### src/rtl/ctos_pkg.sv
package ctos_pkg;

    typedef enum logic [2:0] {
        PH_IDLE    = 3'd0,
        PH_GAP_LH  = 3'd1,
        PH_HIGH    = 3'd2,
        PH_GAP_HL  = 3'd3,
        PH_LOW     = 3'd4,
        PH_NEG_OFF = 3'd5
    } phase_e;

    typedef struct packed {
        logic demand;
        logic valley_hi;
        logic zero_cross;
        logic neg_trip;
    } sense_t;

    typedef struct packed {
        logic dem_mode;
        logic force_pwm;
    } mode_t;

    function automatic logic is_continuous(mode_t m);
        return !m.dem_mode || m.force_pwm;
    endfunction

endpackage

### src/rtl/ctos_timer.sv
module ctos_timer #(
    parameter int W = 4
) (
    input  logic         clk,
    input  logic         rst,
    input  logic         load,
    input  logic [W-1:0] len,
    output logic         done
);
    logic [W-1:0] cnt;

    always_ff @(posedge clk) begin
        if (rst)
            cnt <= '0;
        else if (load)
            cnt <= len;
        else if (cnt != '0)
            cnt <= cnt - W'(1);
    end

    assign done = (cnt == '0);
endmodule

### src/rtl/ctos_ctrl.sv
module ctos_ctrl
    import ctos_pkg::*;
#(
    parameter int PH_W = 6
) (
    input  logic            clk,
    input  logic            rst,
    input  sense_t          sense,
    input  mode_t           mode,
    input  logic            halt,
    input  logic            ph_done,
    input  logic            off_done,
    input  logic [PH_W-1:0] dt_len,
    input  logic [PH_W-1:0] ton_len,
    output phase_e          phase,
    output logic            ph_load,
    output logic [PH_W-1:0] ph_len,
    output logic            off_load
);
    phase_e nxt;
    logic   ccm;
    logic   start_ok;

    assign ccm      = is_continuous(mode);
    assign start_ok = sense.demand && !sense.valley_hi && off_done;

    always_comb begin
        nxt      = phase;
        ph_load  = 1'b0;
        ph_len   = dt_len;
        off_load = 1'b0;
        case (phase)
            PH_IDLE: begin
                if (start_ok) begin
                    nxt = PH_GAP_LH; ph_load = 1'b1;
                end else if (ccm && !sense.demand) begin
                    nxt = PH_GAP_HL; ph_load = 1'b1;
                end
            end
            PH_GAP_LH: begin
                if (ph_done) begin
                    nxt = PH_HIGH; ph_load = 1'b1; ph_len = ton_len;
                end
            end
            PH_HIGH: begin
                if (ph_done) begin
                    nxt = PH_GAP_HL; ph_load = 1'b1; off_load = 1'b1;
                end
            end
            PH_GAP_HL: begin
                if (ph_done) nxt = PH_LOW;
            end
            PH_LOW: begin
                if (start_ok) begin
                    nxt = PH_GAP_LH; ph_load = 1'b1;
                end else if (!ccm && sense.zero_cross) begin
                    nxt = PH_IDLE;
                end else if (ccm && sense.neg_trip) begin
                    nxt = PH_NEG_OFF;
                end
            end
            PH_NEG_OFF: begin
                if (start_ok) begin
                    nxt = PH_GAP_LH; ph_load = 1'b1;
                end else if (!ccm) begin
                    nxt = PH_IDLE;
                end else if (!sense.neg_trip && !sense.demand) begin
                    nxt = PH_GAP_HL; ph_load = 1'b1;
                end
            end
            default: nxt = PH_IDLE;
        endcase
        if (halt) begin
            nxt      = PH_IDLE;
            ph_load  = 1'b0;
            off_load = 1'b1;
        end
    end

    always_ff @(posedge clk) begin
        if (rst) phase <= PH_IDLE;
        else     phase <= nxt;
    end
endmodule

### src/rtl/ctos_seq.sv
module ctos_seq
    import ctos_pkg::*;
#(
    parameter int DT_CYC     = 4,
    parameter int MINOFF_CYC = 50,
    parameter int TON_W      = 10
) (
    input  logic             clk,
    input  logic             rst,
    input  logic             demand,
    input  logic             valley_hi,
    input  logic             zero_cross,
    input  logic             neg_trip,
    input  logic             dem_mode,
    input  logic             force_pwm,
    input  logic             halt,
    input  logic [TON_W-1:0] ton_cyc,
    output logic             hs_en,
    output logic             ls_en
);
    localparam int DT_W  = $clog2(DT_CYC + 1);
    localparam int PH_W  = (TON_W > DT_W) ? TON_W : DT_W;
    localparam int OFF_W = $clog2(MINOFF_CYC + 1);

    sense_t          sense;
    mode_t           mode;
    phase_e          phase;
    logic            ph_load, ph_done, off_load, off_done;
    logic [PH_W-1:0] ph_len, dt_len, ton_len;

    assign sense   = '{demand: demand, valley_hi: valley_hi,
                       zero_cross: zero_cross, neg_trip: neg_trip};
    assign mode    = '{dem_mode: dem_mode, force_pwm: force_pwm};
    assign dt_len  = PH_W'(DT_CYC - 1);
    assign ton_len = (ton_cyc == '0) ? '0 : PH_W'(ton_cyc - TON_W'(1));

    ctos_ctrl #(.PH_W(PH_W)) u_ctrl (
        .clk(clk), .rst(rst), .sense(sense), .mode(mode), .halt(halt),
        .ph_done(ph_done), .off_done(off_done), .dt_len(dt_len),
        .ton_len(ton_len), .phase(phase), .ph_load(ph_load),
        .ph_len(ph_len), .off_load(off_load)
    );

    ctos_timer #(.W(PH_W)) u_phase_tmr (
        .clk(clk), .rst(rst), .load(ph_load), .len(ph_len), .done(ph_done)
    );

    ctos_timer #(.W(OFF_W)) u_off_tmr (
        .clk(clk), .rst(rst), .load(off_load),
        .len(OFF_W'(MINOFF_CYC - 1)), .done(off_done)
    );

    assign hs_en = (phase == PH_HIGH) && !halt;
    assign ls_en = (phase == PH_LOW)  && !halt;
endmodule

### config.mk
export PLATFORM = sky130hd
export DESIGN_NAME = ctos_seq
export DESIGN_NICKNAME = d
export VERILOG_FILES = /design/src/rtl/ctos_pkg.sv /design/src/rtl/ctos_timer.sv /design/src/rtl/ctos_ctrl.sv /design/src/rtl/ctos_seq.sv
export SDC_FILE = /design/constraint.sdc
export NUM_CORES = 1
export LEC_CHECK = 0
export BUFFER_PORTS_ARGS = -buffer_cell sky130_fd_sc_hd__buf_2
export CAP_MARGIN = 40
export CORE_ASPECT_RATIO = 1.1
export CORE_MARGIN = 5
export CORE_UTILIZATION = 51
export DETAILED_ROUTE_END_ITERATION = 7
export PLACE_DENSITY = 0.75
export SYNTH_ARGS = -nofsm -noshare
export SYNTH_HDL_FRONTEND = slang
export SYNTH_SLANG_ARGS = --single-unit
### constraint.sdc
create_clock -name clk -period 2.6 [get_ports clk]
set_input_delay 0.13 -clock clk [delete_from_list [all_inputs] [get_ports clk]]
set_output_delay 0.13 -clock clk [all_outputs]
set_load 0.005 [all_outputs]
==> out/results.ini, run 1 <==
[layout]
drive_above_1_share_pct=18.4
final_cell_area_mm2=0.00163
final_nets=231
multi_input_comb_area_mm2=0.00101
ff_latch_area_um2=380
layout.filler_cells=242
n_antenna_cell=0
area_overhead_vs_synth_pct=12.0

[yosys]
top_post_synthesis_cells_by_area=dfxtp_1, xnor2_1, nor2_1
synth_enable_flop_cells=0
synthesis.area_per_instance_um2=7.83
synth.ff_latch_count=19
yosysUniqueCellTypes=51
ys_top_cells_by_count=nor2_1, dfxtp_1, xnor2_1, a21oi_1, nor3_1
yosys.cell_count.top_type=nor2_1
netlist_instances=186
synth.net_count=209
main_flop_type_after_synthesis=dfxtp_1
netlist_area_mm2=0.00146
ys_warn_count=0
synthArstFlopShare_pct=0
synthDominantCellAreaShare_pct=26.1
seq_area_frac_synth_pct=26.1
netlist.top_cell.by_area=dfxtp_1

[clock_network]
tritoncts=built
post-cts-setup-buffers=0
clock-sinks=19
clock_insertion_delay_worst_skew_ps=300
clk_transition_reported_paths_ps=110
clock_tree.buffer_depth=2
cts-buffers-inserted=3
htreeDepth=1
post_cts_hold_buffer_count=0
cts_root_buffer=clkbuf_4

[setup_path]
arr_time_crit_path_ps=2680
cp_max_fo=4
cpMaxStageDelayCell=or4_4
type_of_the_worst_setup_path=flip-flop to flip-flop
cell_type_with_the_highest_occurrence_count_on_the_critical_path=or4b_1
critPathRequiredTime_ps=2830
worstPathCellList=inv_1 -> ha_1 -> or4b_1 -> or4_4 -> nor2_4 -> or4b_1 -> a21oi_1
cp_slowest_stage_delay_ps=580
worstSetupStartpointType=flip-flop
worstSetupEndpointType=flip-flop

[drt]
routed-via-count=1448
firstDrtPassIters=4
route.final.wire_length_um=3450
ant_nets=0
route.detailed.wl_per_inst_um=14.4
drtIter0Drc=117
drt-vias-per-instance=6.03
drc=0

[sta]
skew_ps=10.5
setup_total_negative_slack_ps=0
max_slew.worst_pin.slew_ps=677
final_count_of_negative_setup_slack_endpoints=0
max-slew-margin-rel_pct=54.4
timing.final.max_slew_violations=0
final_min_period_over_clock_period_pct=94.2
post-route-min-period_ps=2450
hold_slack_ps=138
hold_viol_final=0
max_clock_freq_mhz=408
rsz0062_at_grt=no

[power]
portion_of_total_power_attributed_to_sequential_cells_pct=34.1
total_switching_power_uw=569
vdd.ir_drop.worst_mv=0.494
switching_power_share_of_the_total_pct=42.5
power.share.clock_pct=11.1
powerDensity_mw_per_mm2=821
cell_internal_power_uw=770
leakagePower_uw=0.000642
comb_power_share_pct=54.9

[global_routing]
grt_pass1_vias=1396
globalRoute.totalOverflow=0
grt_start_max_net_pins=18
first_pass_grt_wire_length_um=5800
gr-usage-all-layers_pct=18.5
grt_antenna_before_repair=0

[job]
max_cap_violations=0

[floorplanning]
die_y_um=66.0
core_area_mm2=0.00275
die-area_mm2=0.00403
io_pins=21
start_util_pct=52.9
rows=20
die_width_um=61.0

[min_path]
hold_path.class=primary input to flip-flop

[placement]
place.port_buffers=20
gp_routability_congestion=0.938
detailed_place_hpwl_um=2700
dpl_cell_area_mm2=0.00160

[status]
status=finished clean

==> state kept, by name, summed over array words and instances (netlist names) <==
register and count:
u_phase_tmr.cnt 10, u_off_tmr.cnt 6, u_ctrl.phase 3
==> what timing repair did <==
action,in CTS,in global routing
gates resized for setup,0,1
hold endpoints to repair,0,0
setup endpoints to repair,0,4
==> final cells by class <==
class	instances	share of cell area [%]
Timing Repair Buffer	24	7.98
Clock inverter	1	0.307
Inverter	10	2.30
Multi-Input combinational cell	150	62.2
Sequential cell	19	23.3
Tap cell	33	2.53
Clock buffer	3	1.38
==> logic make-up after synthesis <==
| kind of cell | Yosys count | synth area share, % |
|---|---|---|
| AND/OR/NAND/NOR | 77 | 30.2 |
| AO/OA/AOI/OAI | 48 | 22.9 |
| XOR/XNOR | 19 | 11.4 |
| flip-flops | 19 | 26.1 |
| buffers and inverters | 17 | 4.55 |
| adder cells (fa/ha/maj) | 4 | 3.44 |
| multiplexers | 2 | 1.37 |
==> critical path, delay by kind of cell, from the launching register on <==
kind	cells	cell delay (ps)
flops	1	340
compound gates	1	130
simple gates	4	1600
buf+inv	1	90
fa+ha+maj	1	210
==> metrics by stage <==
stage / setup slack (ps) / utilization (%) / total power, µW / cells
3_5_place_dp: 200 / 58.1 / 1170 / 236
3_3_place_gp: 273 / 58.1 / 1150 / 236
6_report: 150 / 59.3 / 1340 / 240
2_1_floorplan: 172 / - / 999 / 186
5_1_grt: 1.08 / 59.3 / 1460 / 240
4_1_cts: 162 / 59.1 / 1330 / 240
==> cells in the final DEF (no fill, tap or decap), types with 5 or more instances in the layout <==
cell and n:
nor3_1 11, xor2_1 7, o21ai_0 8, a21oi_1 11, a211oi_1 6, inv_1 10
nand2_1 9, xnor2_1 12, buf_2 20, nor2_1 22, nor4_1 5, dfxtp_1 19
==> final timing paths <==
check	start	endpoint	slack [ps]	depth (start not counted)
setup / recovery	u_phase_tmr.cnt[0]	u_phase_tmr.cnt[5]	150	7
hold / removal	rst	u_off_tmr.cnt[0]	140	2
setup reg to reg	u_phase_tmr.cnt[0]	u_phase_tmr.cnt[5]	150	7
hold reg to reg	u_phase_tmr.cnt[1]	u_phase_tmr.cnt[1]	540	2
==> power groups by stage <==
stage,registers [µW],logic [µW],clock network (µW)
floorplan,428,571,0
global placement,454,701,0
detailed placement,459,712,0
CTS,452,722,154
global route,467,818,173
finish,456,734,148
==> layer usage <==
layer / up-vias / part of all wire (%) / global-route usage, %
li1: 729 / - / -
met1: 661 / 42 / 22.1
met2: 54 / 51 / 32.0
met3: 4 / 6.5 / 1.95
met4: 0 / 0.98 / 8.94
met5: - / 0 / 0
No activity file was read; power rests on OpenSTA's default activity.
==> inputs of run 2 (changes only) <==
--- a/config.mk
+++ b/config.mk
@@ -5,13 +5,15 @@
 export SDC_FILE = /design/constraint.sdc
 export NUM_CORES = 1
 export LEC_CHECK = 0
+export ABC_AREA = 1
 export BUFFER_PORTS_ARGS = -buffer_cell sky130_fd_sc_hd__buf_2
 export CAP_MARGIN = 40
 export CORE_ASPECT_RATIO = 1.1
 export CORE_MARGIN = 5
-export CORE_UTILIZATION = 51
+export CORE_UTILIZATION = 52
 export DETAILED_ROUTE_END_ITERATION = 7
-export PLACE_DENSITY = 0.75
+export GPL_ROUTABILITY_DRIVEN = 0
+export PLACE_DENSITY = 0.76
 export SYNTH_ARGS = -nofsm -noshare
 export SYNTH_HDL_FRONTEND = slang
 export SYNTH_SLANG_ARGS = --single-unit
==> out/results.ini, run 2 <==
[status]
status=finished clean

[sta]
hold_viol_final=0  ; unchanged
setup_total_negative_slack_ps=0  ; unchanged
skew_ps=1.70  ; -8.83 ps
max_clock_freq_mhz=504  ; +24%
post-route-min-period_ps=1980  ; -467 ps
final_min_period_over_clock_period_pct=76.3  ; -18 points
final_critical_path_setup_slack_ps=617  ; +467 ps
max_slew.worst_pin.slew_ps=413  ; -264 ps
final_count_of_negative_setup_slack_endpoints=0  ; unchanged
rsz0062_at_grt=no
hold_slack_ps=116  ; -22.0 ps
max-slew-margin-rel_pct=72.2  ; +18 points
timing.final.max_slew_violations=0  ; unchanged

[min_path]
hold_path.class=primary input to flip-flop
hold-path-endpoint=u_phase_tmr.cnt[1]
worst_hold_path.num_cells=2  ; unchanged
min-delay-start=rst

[clock_network]
clock_insertion_delay_worst_skew_ps=290  ; about the same
cts_root_buffer=clkbuf_4
clock-sinks=19  ; unchanged
post_cts_hold_buffer_count=0  ; unchanged
post-cts-setup-buffers=0  ; unchanged
post_cts.resized_instances=0  ; unchanged
htreeDepth=1  ; unchanged
cts-buffers-inserted=3  ; unchanged
tritoncts=built
clock_tree.buffer_depth=2  ; unchanged
clk_transition_reported_paths_ps=100  ; about the same

[setup_path]
regToRegEndpoint=u_phase_tmr.cnt[1]
ff2ff_path_depth=10  ; +3
cp_max_fo=11  ; +7
reg2reg_slack_ps=620  ; +470 ps
critPathRequiredTime_ps=2830  ; about the same
worstSetupEndpointType=flip-flop
worstSetupStartpointType=flip-flop
worstReg2RegStart=u_phase_tmr.cnt[1]
type_of_the_worst_setup_path=flip-flop to flip-flop
arr_time_crit_path_ps=2220  ; -460 ps

[global_routing]
globalRoute.totalOverflow=0  ; unchanged
grt_start_max_net_pins=14  ; -4
gr-usage-all-layers_pct=16.7  ; -1.8 points
grt_antenna_before_repair=0  ; unchanged
first_pass_grt_wire_length_um=5880  ; +1.3%
grt_pass1_vias=1501  ; +7.5%

[yosys]
synthDominantCellAreaShare_pct=23.9  ; -2.2 points
ys_warn_count=0  ; unchanged
netlist_instances=254  ; +37%
seq_area_frac_synth_pct=23.9  ; -2.2 points
top_post_synthesis_cells_by_area=dfxtp_1, nand2_1, inv_1
netlist_area_mm2=0.00159  ; +9.4%
yosys.cell_count.top_type=nand2_1
yosysUniqueCellTypes=28  ; -45%
synthSimpleGateAreaFrac_pct=44.5  ; +14 points
synth_compound_gate_area_share_pct=10.5  ; -12 points
netlist.top_cell.by_area=dfxtp_1
post_synth_xor_area_fraction_pct=7.15  ; -4.3 points
main_flop_type_after_synthesis=dfxtp_1
synthArstFlopShare_pct=0  ; unchanged
synth.ff_latch_count=19  ; unchanged
ys_top_cells_by_count=nand2_1, inv_1, nor2_1, nand3_1, dfxtp_1
synth_top_family_by_area=simple AND/OR/NAND/NOR gates
synth.net_count=277  ; +33%
synth_enable_flop_cells=0  ; unchanged
synth_fa_ha_area_share_pct=3.14  ; -0.29 points
synthesis.area_per_instance_um2=6.27  ; -20%
yosys-mux-area-fraction_pct=0  ; -1.4 points

[floorplanning]
die-area_mm2=0.00427  ; +6.1%
io_pins=21  ; unchanged
core_area_mm2=0.00300  ; +8.8%
die_width_um=62.8  ; +3.0%
die_y_um=68.0  ; +3.0%
rows=21  ; +5.0%
start_util_pct=53.2  ; +0.27 points

[drt]
route.final.wire_length_um=3320  ; -3.9%
routed-via-count=1578  ; +9.0%
drc=0  ; unchanged
drt-vias-per-instance=5.12  ; -15%
ant_nets=0  ; unchanged
route.detailed.wl_per_inst_um=10.8  ; -25%
firstDrtPassIters=4  ; unchanged
drtIter0Drc=103  ; -12%

[job]
max_cap_violations=0  ; unchanged

[layout]
drive_above_1_share_pct=19.3  ; +0.99 points
layout_commonest_cell=nand2_1
n_antenna_cell=0  ; unchanged
final_nets=298  ; +29%
top_regs=u_phase_tmr.cnt: 10 flops, u_off_tmr.cnt: 6 flops, u_ctrl.phase: 3 flops
largest-register=u_phase_tmr.cnt
most-common-layout-cells=nand2_1, inv_1, nor2_1, nand3_1, buf_2
largest_reg_flops=10  ; unchanged
area_overhead_vs_synth_pct=8.48

[placement]
place.port_buffers=20  ; unchanged
dp_worst_setup_slack_ps=637  ; +437 ps
detailed_place_hpwl_um=2750  ; +2.0%

[power]
powerDensity_mw_per_mm2=842  ; +2.6%
leakagePower_uw=0.000874  ; +36%
vdd.ir_drop.worst_mv=0.663  ; +34%

[run 2: cell types whose count changed after synthesis, moves of 5 or more]
cell | before | now
nand2_1 | 9 | 61
inv_1 | 10 | 35
nand3_1 | 1 | 20
nor2_1 | 22 | 34
a211oi_1 | 7 | 0
nor3_1 | 11 | 4
xnor2_1 | 12 | 5
nand4_1 | 0 | 6
nand2_2 | 0 | 5
nor2_2 | 0 | 5
nor4_1 | 5 | 0
[run 2: report_power, final]
group	internal (µW)	leakage [µW]	switching [µW]
Clock	59.7	0.0000150	86.3
Combinational	346	0.000702	515
Sequential	371	0.000157	77.0
Total	776	0.000874	678
[run 2: routing by layer]
metal,vias to the layer above,track usage [%],wire (µm)
met5,-,0,0
met4,0,5.84,62
met3,6,4.11,117
met2,22,32.9,1670
met1,705,17.2,1470
li1,845,-,-
[run 2: cell type report]
class / instances / area (µm²)
sequential: 19 / 380
fill: 314 / 1270
tap: 34 / 42.5
clock buffer: 4 / 26.3
multi-input combinational: 194 / 1040
inverter: 37 / 139
timing repair buffer: 20 / 100
[run 2: worst max-delay path by stage]
stage	startpoint	endpoint	slack [ps]	cells after the start
6_report	u_phase_tmr.cnt[1]	u_phase_tmr.cnt[1]	620	10
5_1_grt	u_phase_tmr.cnt[1]	u_phase_tmr.cnt[1]	430	10
4_1_cts	u_phase_tmr.cnt[1]	u_phase_tmr.cnt[1]	610	10
3_5_place_dp	u_phase_tmr.cnt[1]	u_phase_tmr.cnt[1]	640	10
3_3_place_gp	u_phase_tmr.cnt[0]	u_phase_tmr.cnt[1]	730	10
2_1_floorplan	u_phase_tmr.cnt[1]	u_phase_tmr.cnt[3]	1120	11
[run 2: critical path: stages (launching register included)]
cell      delay [ps]
dfxtp_1          380
inv_1             60
ha_1             220
nand2_1          140
nor2_2            80
nand2_1          120
clkinv_1         300
or2_2            390
nand2_1           70
nand2_1           60
a21oi_2          110
[run 2: kinds of logic (layout without fill, tap and decap cells)]
| logic type | after synthesis | count (layout) |
|---|---|---|
| XOR/XNOR | 13 | 13 |
| flip-flops | 19 | 19 |
| AO/OA/AOI/OAI | 28 | 28 |
| AND/OR/NAND/NOR | 149 | 149 |
| buffers and inverters | 41 | 61 |
| adder cells (fa/ha/maj) | 4 | 4 |
[run 2: stage by stage]
step / instance area (µm²) / power, µW / util [%] / cells
global route: 1730 / 1620 / 57.7 / 308
floorplan: 1590 / 1180 / - / 254
detailed placement: 1700 / 1310 / 56.8 / 304
global placement: 1700 / 1300 / 56.8 / 304
finish: 1730 / 1450 / 57.7 / 308
CTS: 1730 / 1460 / 57.7 / 308
==> inputs of run 3 (changes only) <==
--- a/config.mk
+++ b/config.mk
@@ -5,15 +5,15 @@
 export SDC_FILE = /design/constraint.sdc
 export NUM_CORES = 1
 export LEC_CHECK = 0
-export ABC_AREA = 1
+export ABC_AREA = 0
 export BUFFER_PORTS_ARGS = -buffer_cell sky130_fd_sc_hd__buf_2
 export CAP_MARGIN = 40
 export CORE_ASPECT_RATIO = 1.1
 export CORE_MARGIN = 5
-export CORE_UTILIZATION = 52
+export CORE_UTILIZATION = 55
 export DETAILED_ROUTE_END_ITERATION = 7
 export GPL_ROUTABILITY_DRIVEN = 0
-export PLACE_DENSITY = 0.76
+export PLACE_DENSITY = 0.77
 export SYNTH_ARGS = -nofsm -noshare
 export SYNTH_HDL_FRONTEND = slang
 export SYNTH_SLANG_ARGS = --single-unit
==> constraint.sdc (replaced) <==
create_clock -name clk -period 2.1 [get_ports clk]
set_input_delay 0.105 -clock clk [delete_from_list [all_inputs] [get_ports clk]]
set_output_delay 0.105 -clock clk [all_outputs]
set_load 0.005 [all_outputs]
==> out/results.ini, run 3 (same netlist as run 1, synthesis figures left out) <==
[floorplanning]
die_width_um=59.1  ; -5.9%
start_util_pct=57.8  ; +4.6 points
core_area_mm2=0.00252  ; -16%
rows=19  ; -9.5%
die_y_um=64.0  ; -6.0%
die-area_mm2=0.00378  ; -12%
io_pins=21  ; unchanged

[job]
max_cap_violations=0  ; unchanged

[drt]
drc=0  ; unchanged
drt-vias-per-instance=6.04  ; +18%
firstDrtPassIters=4  ; unchanged
route.detailed.wl_per_inst_um=16.1  ; +49%
drtIter0Drc=75  ; -27%
ant_nets=0  ; unchanged
route.final.wire_length_um=4340  ; +31%
routed-via-count=1630  ; +3.3%

[global_routing]
gr-usage-all-layers_pct=23.4  ; +6.7 points
grt_antenna_before_repair=0  ; unchanged
globalRoute.totalOverflow=0  ; unchanged
grt_pass1_vias=1569  ; +4.5%
grt_start_max_net_pins=18  ; +4
first_pass_grt_wire_length_um=7000  ; +19%

[layout]
largest_reg_flops=10  ; unchanged
area_overhead_vs_synth_pct=36.9
ff_latch_area_um2=383  ; +0.66%
final_nets=263  ; -12%
largest-register=u_phase_tmr.cnt
most-common-layout-cells=buf_4, nor2_1, buf_2, dfxtp_1, xnor2_1
top_regs=u_phase_tmr.cnt: 10 flops, u_off_tmr.cnt: 6 flops, u_ctrl.phase: 3 flops
layout.core_utilization_pct=79.1  ; +21 points
layout.filler_cells=193  ; -39%
layout_commonest_cell=buf_4
drive_above_1_share_pct=37.2  ; +18 points
n_antenna_cell=0  ; unchanged
multi_input_comb_area_mm2=0.00113  ; +8.7%

[clock_network]
cts-buffers-inserted=3  ; unchanged
clock_insertion_delay_worst_skew_ps=310  ; +20 ps
tritoncts=built
clk_transition_reported_paths_ps=130  ; +30 ps
cts_root_buffer=clkbuf_4
clock-sinks=19  ; unchanged
clock_tree.buffer_depth=2  ; unchanged
htreeDepth=1  ; unchanged
post_cts_hold_buffer_count=0  ; unchanged

[power]
comb_power_share_pct=67.1  ; +7.9 points
leakagePower_uw=0.000825  ; -5.7%
cell_internal_power_uw=1290  ; +66%
power.share.clock_pct=9.2  ; -0.8 points
portion_of_total_power_attributed_to_sequential_cells_pct=23.6  ; -7.2 points
powerDensity_mw_per_mm2=1100  ; +31%
vdd.ir_drop.worst_mv=0.672  ; +1.3%
switching_power_share_of_the_total_pct=41.4  ; -5.2 points
total_switching_power_uw=911  ; +34%

[placement]
dp_worst_setup_slack_ps=-176  ; -813 ps
detailed_place_hpwl_um=3150  ; +14%
place.port_buffers=20  ; unchanged

[min_path]
hold_path.class=primary input to flip-flop

[sta]
skew_ps=4.88  ; +3.18 ps
max_clock_freq_mhz=440  ; -13%
final_min_period_over_clock_period_pct=108  ; +32 points
timing.final.max_slew_violations=0  ; unchanged
post-route-min-period_ps=2270  ; +292 ps
final_count_of_negative_setup_slack_endpoints=14  ; +14
setup_total_negative_slack_ps=-1150  ; -1150 ps
final_critical_path_setup_slack_ps=-174  ; -792 ps
rsz0062_at_grt=yes
max-slew-margin-rel_pct=59.3  ; -13 points
hold_viol_final=0  ; unchanged
max_slew.worst_pin.slew_ps=595  ; +181 ps

[setup_path]
cp_max_fo=4  ; -7
worstSetupEndpointType=flip-flop
worstSetupStartpointType=flip-flop
reg2reg_slack_ps=-170  ; -790 ps
arr_time_crit_path_ps=2530  ; +310 ps
critPathRequiredTime_ps=2350  ; -480 ps
type_of_the_worst_setup_path=flip-flop to flip-flop

[status]
status=finished, violations left
violations=negative setup slack

[run 3: changes by cell type in the layout (fill, tap and decap cells not counted), sizes merged, moves of 6 or more]
cell | previous run | this run
nand3 | 24 | 1
nand4 | 6 | 0
nor3 | 4 | 12
buf | 20 | 56
a211oi | 0 | 7
xnor2 | 5 | 12
inv | 36 | 10
nand2 | 67 | 9
nor2 | 42 | 23
[run 3: worst max-delay path, stage by stage (launching register included)]
cell and delay [ps]:
dfxtp_2 350, inv_2 70, ha_4 130, or4b_4 470, or4_4 460, nor2_4 120
or4b_1 470, a21oi_1 150
[run 3: power groups by stage]
stage | Clock [µW] | Combinational, µW | Sequential, µW
after floorplan | 0 | 783 | 538
final | 203 | 1480 | 520
after CTS | 202 | 1280 | 518
after global routing | 225 | 1590 | 529
after global placement | 0 | 1160 | 521
after detailed placement | 0 | 1200 | 527
[run 3: routing by layer]
layer  track usage (%)  vias to the layer above  part of all wire, %  wire [µm]
met5                 0                        -                    0          0
met4              5.95                        0                  1.1         49
met3              2.41                        8                  4.6        199
met2              41.4                       53                   51       2210
met1              29.7                      778                   43       1890
li1                  -                      791                    -          -
[run 3: cell type report]
cell class                      instances  area share [%]
Timing Repair Buffer                   56            18.9
Inverter                               10            1.88
Tap cell                               31            1.94
Multi-Input combinational cell        150            56.6
Clock inverter                          1           0.251
Sequential cell                        19            19.2
Clock buffer                            3            1.13
[run 3: path summary, 6_finish.rpt]
kind         cells past startpoint          startpoint                 end
max                              7  u_phase_tmr.cnt[1]  u_phase_tmr.cnt[8]
min                              2                 rst  u_phase_tmr.cnt[4]
max reg2reg                      7  u_phase_tmr.cnt[1]  u_phase_tmr.cnt[8]
min reg2reg                      2    u_off_tmr.cnt[4]    u_off_tmr.cnt[4]
[run 3: stage by stage]
stage / hold slack [ps] / cells / instance area [µm²] / total power, µW
2_1_floorplan: 285 / 186 / 1500 / 1320
3_5_place_dp: 430 / 256 / 1800 / 1730
5_1_grt: 92.2 / 270 / 1990 / 2350
3_3_place_gp: 425 / 256 / 1800 / 1680
6_report: 99.3 / 270 / 1990 / 2200
4_1_cts: 97.7 / 264 / 1900 / 2000
[run 3: repair_timing]
item	4_1_cts	5_1_grt
gates cloned	0	0
endpoints found under the setup margin	8	15
gates resized for setup	8	13
setup buffers	4	7
pin swaps	4	10
